`src/rtl/acc_ready_flags.sv`:
```
module acc_ready_flags #(
  parameter int NCH = 12,
  parameter logic [1:0] CLR_SEL = 2'd3
) (
  input  logic           clk,
  input  logic           rst_n,
  input  logic [NCH-1:0] dump,
  input  logic [NCH-1:0] rd_stb,
  input  logic [1:0]     rd_sel,
  input  logic [NCH-1:0] acc_rst_wr,
  input  logic [NCH-1:0] chan_active,
  input  logic           irq_en,
  output logic [NCH-1:0] ready_o,
  output logic [NCH-1:0] missed_o,
  output logic           irq_o
);

  logic [NCH-1:0] clr_rd;
  logic [NCH-1:0] ready_q, missed_q;

  assign clr_rd = rd_stb & {NCH{rd_sel == CLR_SEL}};

  for (genvar i = 0; i < NCH; i++) begin : g_ch
    logic overrun;
    assign overrun = dump[i] & ready_q[i] & ~clr_rd[i];

    always_ff @(posedge clk) begin
      if (!rst_n || !chan_active[i]) begin
        ready_q[i]  <= 1'b0;
        missed_q[i] <= 1'b0;
      end else begin
        ready_q[i]  <= dump[i] | (ready_q[i] & ~clr_rd[i]);
        missed_q[i] <= ~acc_rst_wr[i] & (missed_q[i] | overrun);
      end
    end
  end

  assign ready_o  = ready_q;
  assign missed_o = missed_q;
  assign irq_o    = irq_en & (|ready_q);

endmodule

```
`config.mk`:
```
export PLATFORM = sky130hd
export DESIGN_NAME = acc_ready_flags
export DESIGN_NICKNAME = d
export VERILOG_FILES = /design/src/rtl/acc_ready_flags.sv
export SDC_FILE = /design/constraint.sdc
export NUM_CORES = 1
export LEC_CHECK = 0
export BUFFER_PORTS_ARGS = -buffer_cell sky130_fd_sc_hd__clkbuf_2
export CAP_MARGIN = 15
export CELL_PAD_IN_SITES_DETAIL_PLACEMENT = 2
export CELL_PAD_IN_SITES_GLOBAL_PLACEMENT = 2
export CORE_ASPECT_RATIO = 1.5
export CORE_UTILIZATION = 19
export DETAILED_ROUTE_END_ITERATION = 12
export PLACE_DENSITY_LB_ADDON = 0.12
export SLEW_MARGIN = 20
export SYNTH_ARGS = -nofsm -noshare
export SYNTH_HDL_FRONTEND = slang
export SYNTH_SLANG_ARGS = --single-unit
```
`constraint.sdc`:
```
create_clock -name clk -period 1.5 [get_ports clk]
set_input_delay 0.075 -clock clk [delete_from_list [all_inputs] [get_ports clk]]
set_output_delay 0.075 -clock clk [all_outputs]
set_load 0.005 [all_outputs]
```
==> Yosys cells after proc, flatten, opt, wreduce, memory -nomap -nowiden <==
Index checks and enable logic that the tools add are counted.
{ "totals": {"regBits": 24, "latchBits": 0, "ramBits": 0, "romBits": 0, "in_bits": 53, "out_inout_bits": 25, "word_cells": 149, "mem_count": 0} }
{ "op_classes": {"n_addsub": 0, "multipliers": 0, "div": 0, "order_cmp": 0, "n_eq_ne": 1, "n_shift": 0, "mux": 0, "bitwise_logic": 98, "reduce_logical": 26} }
{ "op_table": {"columns": ["cell", "n"], "rows": [
  ["1-bit bitwise AND", 49],
  ["1-bit inverter", 24],
  ["1-bit OR", 24],
  ["1-bit logical NOT", 13],
  ["12-bit bitwise AND", 1],
  ["1-bit logical OR", 12],
  ["12-bit OR reduction", 1],
  ["2-bit equality test (second input constant)", 1]
]} }

==> Depth between registers and ports, before layout <==
Gate-level depths: netlist of run 1.
{ "logic_depth": {"depth_word": 6, "mapped_depth": 4} }

==> Worst setup path before layout of run 1 <==
No wires, ideal clock.
{ "synth_timing": {"path_type": "register -> output", "startpoint": "reg ready_q[8], in the netlist ready_o[8]", "endpoint": "out irq_o", "t_arrival_ns": 0.702, "t_required_ns": 1.425, "path_slack_ns": 0.723, "path_stages_with_launch": 3, "n_path_buf": 0, "path_cell_list": "dfxtp_1 > nor4_1 > a31oi_1"} }
{ "synth_between": {"elab_chain_len": 2} }
{ "synth_lines": {"columns": ["element", "line", "text"], "rows": [
  ["from (decl)", "19", "logic [NCH-1:0] ready_q, missed_q;"],
  ["from (signal, indexed assignment)", "32", "ready_q[i] <= dump[i] | (ready_q[i] & ~clr_rd[i]);"],
  ["12-bit OR reduction", "40", "assign irq_o = irq_en & (|ready_q);"],
  ["1-bit bitwise AND", "40", null],
  ["to (decl)", "15", "output logic irq_o"]
]} }
Every way passes these cells.

==> Final worst setup path of run 1 <==
{ "layout_timing": {"startpoint": "reg ready_q[1], in the netlist ready_o[1]", "endpoint": "out irq_o"} }
The elaborated chain is that of the path after synthesis.

==> summary.txt, run 1 <==
Psw = 332 uW
type of origin of the critical path = register
Yosys top cell area share = 54.1%
WP buf/inv = 1
final worst path period need = 1.33 ns
Via Count = 1164
max cap viols = 0
initial antenna violation count = 0
die height = 85.7 um
clock skew = 0.00314 ns
DP HPWL = 2980 um
Avg WL per Cell = 15.5 um
internal power = 996 uW
WHS Path Cells = 3
final setup fails = 0
core area = 4500 sq um
Mapped Cells = 104
Initial Util = 19.7%
Reg power frac = 50.7%
Worst path slowest cell = nor4_1
via/cell ratio = 4.81
synth top area cells = dfxtp_1 (54%), a31oi_1 (9.2%), a21oi_1 (6.8%)
fill cell count = 559
number of global-route vias before repair = 1345
n_diodes = 0
Final Hold Fails = 0
Worst-Margin Slew = 0.347 ns
Achievable Freq = 751 MHz
Crit. End Element = primary output
Sw Ratio = 25.0%
htree depth = 1
critical path's top delay family = simple AND/OR/NAND/NOR gates
fin area = 1490 sq um
dpl cells = 226
largest net degree at the start of global routing = 14
DRC = 7
Yosys cell types = 13
first-pass GRT wire length = 6110 um
Routed Wire Length = 3750 um
VDD IR max = 0.269 mV
register area share after synthesis = 54.1%
worst path required time = 1.42 ns
RD Place Congestion = 0.774
placed cell areas = 1310 sq um
min-delay worst type = primary input to register
Critical Setup Path Class = register to primary output
commonest non-fill, non-tap cell in the layout = clkbuf_2
gr usage total = 16.1%
Clock power frac = 34.0%
Max Root-Sink Buffers = 2
LEAKAGE = 0.000712 uW
Die W = 57.8 um
Synth Register Bits = 24
Pre-Repair DR Iteration Count = 8
CP peak stage delay = 0.37 ns
Area Overhead vs Synth = 67.2%
storage element area = 480 sq um
row cnt = 30
post-CTS setup buffers = 0
fin. max-slew vios = 0
worst r2r path cells = 2
TritonCTS Buffers = 3
GRT overflow = 0
IO Pins = 78
fin util = 33.0%
final period utilization = 88.8%
Clk Latency, worst-skew pair = 0.27 ns
Worst slew margin = 76.9%
Logic pwr share = 15.3%
violated checks = DRC
CTS tree = done
Max FO, Critical Path = 4
die area = 4960 sq um
outcome = complete, but fails checks
Cell Pwr Density = 894 nW/um^2
Finished Layout Cells = 242
First DRT Iteration DRCs = 40
most frequent cells in the layout = clkbuf_2 (77), dfxtp_1 (24), a31oi_1 (13)
CP cell instances = nor4_1 -> a31oi_1 -> clkbuf_2
Post-Synthesis Cell Area = 888 sq um
Post-DRT Antenna Nets = 0
Synth area leader = dfxtp_1
Syn Area/Cell = 8.54 sq um
Multi-input gate area = 380 sq um
fin nets = 248
clk sinks = 24
syn_nets = 157
critical path depth = 3
share of cells above drive strength 1 = 42.8%
final setup TNS = 0 ns
RSZ-0062 raised after global routing = false
critical path data arrival time = 1.26 ns
root buf cell = clkbuf_8
synth warn = 0
IO Port Bufs = 77
clock slew at reported path FFs = 0.09 ns
## synthesized netlist by cell type (all sizes together)
master   n
dfxtp   24
a31oi   13
a21oi   12
nand2   12
nand3   12
nor2    12
nor3    12
buf      3
nor4     3
inv      1
## state kept, by name (all words and copies together), names as in the netlist
register and cells:
missed_o 12, ready_o 12
## power groups by stage
stage	combinational (uW)	clock, uW	sequential, uW
CTS	206	472	674
finish	203	452	673
floorplan	64.9	0	685
global route	228	492	677
global placement	173	0	686
detailed placement	180	0	689
## through the flow
stage	hold WS (ns)	setup WS (ns)	power, uW
2_1_floorplan	0.154	0.723	750
3_3_place_gp	0.243	0.471	859
3_5_place_dp	0.245	0.423	869
4_1_cts	0.0298	0.148	1350
5_1_grt	0.0467	0.0695	1400
6_report	0.0358	0.168	1330
## final timing paths
kind / to / slack [ns] / start
setup reg to reg: missed_o[11]$_SDFF_PP0_ / 0.78 / ready_o[11]$_SDFF_PP0_
setup / recovery: irq_o / 0.17 / ready_o[1]$_SDFF_PP0_
hold / removal: ready_o[2]$_SDFF_PP0_ / 0.04 / dump[2]
hold reg to reg: missed_o[3]$_SDFF_PP0_ / 0.53 / missed_o[3]$_SDFF_PP0_
## cell type report
type	instances	area share [%]
Sequential cell	24	32.4
Clock buffer	4	3.71
Multi-Input combinational cell	76	25.6
Inverter	1	0.253
Tap cell	48	4.04
Timing Repair Buffer	89	34.0
## per-layer routing
layer  track usage (%)  share of wire, %  vias to the layer above
met4              4.76              0.64                        0
met3              2.71               6.4                        2
li1                  -                 -                      559
met5                 0                 0                        -
met1              17.4                38                      555
met2              30.9                55                       48
## cell families (layout without fill, tap and decap cells)
| kind of cell | count (synthesis) | count (layout) | synth area share (%) |
|---|---|---|---|
| AND/OR/NAND/NOR | 51 | 51 | 26.9 |
| buffers and inverters | 4 | 94 | 3.10 |
| AO/OA/AOI/OAI | 25 | 25 | 15.9 |
| flip-flops | 24 | 24 | 54.1 |
## worst register-to-register path: stages (launching register included)
cell and delay [ns]:
dfxtp_1 0.39, a31oi_1 0.10, nor3_1 0.16
## timing repair
action	4_1_cts	5_1_grt
hold endpoints to repair	12	0
gates resized for setup	0	0
hold buffers	12	0
(Power assumes the default switching activity.)
==> run 2, diff against run 1 <==
--- a/config.mk
+++ b/config.mk
@@ -10,6 +10,7 @@
 export CELL_PAD_IN_SITES_DETAIL_PLACEMENT = 2
 export CELL_PAD_IN_SITES_GLOBAL_PLACEMENT = 2
 export CORE_ASPECT_RATIO = 1.5
+export CORE_MARGIN = 4
 export CORE_UTILIZATION = 19
 export DETAILED_ROUTE_END_ITERATION = 12
 export PLACE_DENSITY_LB_ADDON = 0.12
==> constraint.sdc (replaced) <==
create_clock -name clk -period 1.5 [get_ports clk]
set_input_delay 0.075 -clock clk [delete_from_list [all_inputs] [get_ports clk]]
set_output_delay 0.075 -clock clk [all_outputs]
set_load 0.01 [all_outputs]
==> summary.txt, run 2 (synthesized netlist as in run 1, its figures left out) <==
Worst path slowest cell = dfxtp_1
row cnt = 30
Hold Slack = 0.0365 ns
GRT overflow = 0
die height = 91.7 um
via/cell ratio = 4.48
CP peak stage delay = 0.34 ns
Final Hold Fails = 0
max cap viols = 0
fin util = 32.8%
gr usage total = 13.4%
Clk Latency, worst-skew pair = 0.26 ns
fill cell count = 538
Pre-Repair DR Iteration Count = 3
clock skew = 0.00143 ns
critical path data arrival time = 1.22 ns
IO Port Bufs = 77
worst path required time = 1.42 ns
Max FO, Critical Path = 4
Achievable Freq = 773 MHz
Area Overhead vs Synth = 67.9%
Hold Buf Count CTS = 12
placed cell areas = 1330 sq um
LEAKAGE = 0.000705 uW
post-CTS setup buffers = 0
Max Root-Sink Buffers = 2
Routed Wire Length = 3720 um
IO Pins = 78
VDD IR max = 0.261 mV
Initial Util = 19.6%
Multi-input gate area = 380 sq um
final setup TNS = 0 ns
RSZ-0062 raised after global routing = false
largest net degree at the start of global routing = 13
First DRT Iteration DRCs = 17
fin. max-slew vios = 0
final setup margin = 0.206 ns
clk sinks = 24
most frequent cells in the layout = clkbuf_2 (77), dfxtp_1 (24), a31oi_1 (13)
TritonCTS Buffers = 3
number of global-route vias before repair = 1323
type of origin of the critical path = register
RD Place Congestion = 0.752
CTS tree = done
core area = 4540 sq um
fin area = 1490 sq um
Worst slew margin = 77.6%
worst r2r path cells = 2
pre-CTS WS = 0.474 ns
DRC = 0
storage element area = 480 sq um
Cell Pwr Density = 844 nW/um^2
Die W = 63.8 um
share of cells above drive strength 1 = 42.5%
Critical Setup Path Class = register to primary output
Post-DRT Antenna Nets = 0
outcome = finished clean
Crit. End Element = primary output
WHS Path Cells = 3
final worst path period need = 1.29 ns
die area = 5860 sq um
final setup fails = 0
htree depth = 1
DP HPWL = 3080 um
commonest non-fill, non-tap cell in the layout = clkbuf_2
Worst-Margin Slew = 0.335 ns
final period utilization = 86.3%
post-CTS sizing = 0
CP cell instances = nor4_1 -> a31oi_1 -> clkbuf_2
n_diodes = 0
min-delay worst type = primary input to register
first-pass GRT wire length = 6180 um
initial antenna violation count = 0
root buf cell = clkbuf_8
clock slew at reported path FFs = 0.08 ns
fin nets = 248
Via Count = 1151
Avg WL per Cell = 14.5 um
## run 2: worst paths after layout
check	start	to	slack, ns
setup / recovery	ready_o[6]$_SDFF_PP0_	irq_o	0.21
hold / removal	dump[4]	ready_o[4]$_SDFF_PP0_	0.04
setup reg to reg	ready_o[7]$_SDFF_PP0_	missed_o[7]$_SDFF_PP0_	0.76
hold reg to reg	missed_o[1]$_SDFF_PP0_	missed_o[1]$_SDFF_PP0_	0.52
## run 2: through the flow
| step | instances | total power, uW |
|---|---|---|
| after floorplan | 104 | 758 |
| after global placement | 242 | 868 |
| after detailed placement | 242 | 874 |
| after CTS | 257 | 1290 |
| after global routing | 257 | 1360 |
| final | 257 | 1260 |
## run 2: worst max-delay path: cells and delay by family (launching register included)
kind | cells | cell delay, ns
AND/OR/NAND/NOR | 1 | 0.34
flip-flops | 1 | 0.34
buffers and inverters | 1 | 0.15
AO/OA/AOI/OAI | 1 | 0.13
## run 2: area by class of cell
type / instances / area share, %
sequential: 24 / 32.2
timing repair buffer: 89 / 33.9
tap: 64 / 5.37
multi-input combinational: 76 / 25.5
inverter: 1 / 0.252
clock buffer: 3 / 2.77
## run 2: metal layers
layer  track usage [%]  vias up  share of wire (%)
met4              4.32        0                1.2
met2              25.5       47                 54
met1              13.7      541                 36
li1                  -      559                  -
met5                 0        -                  0
met3              3.55        4                8.1
## run 2: power breakdown
group | internal [uW] | total (uW) | switching [uW] | leakage, uW
clock | 180 | 381 | 201 | 0.0000216
combinational | 107 | 206 | 99.2 | 0.000488
sequential | 654 | 672 | 17.1 | 0.000196
total | 941 | 1260 | 317 | 0.000705
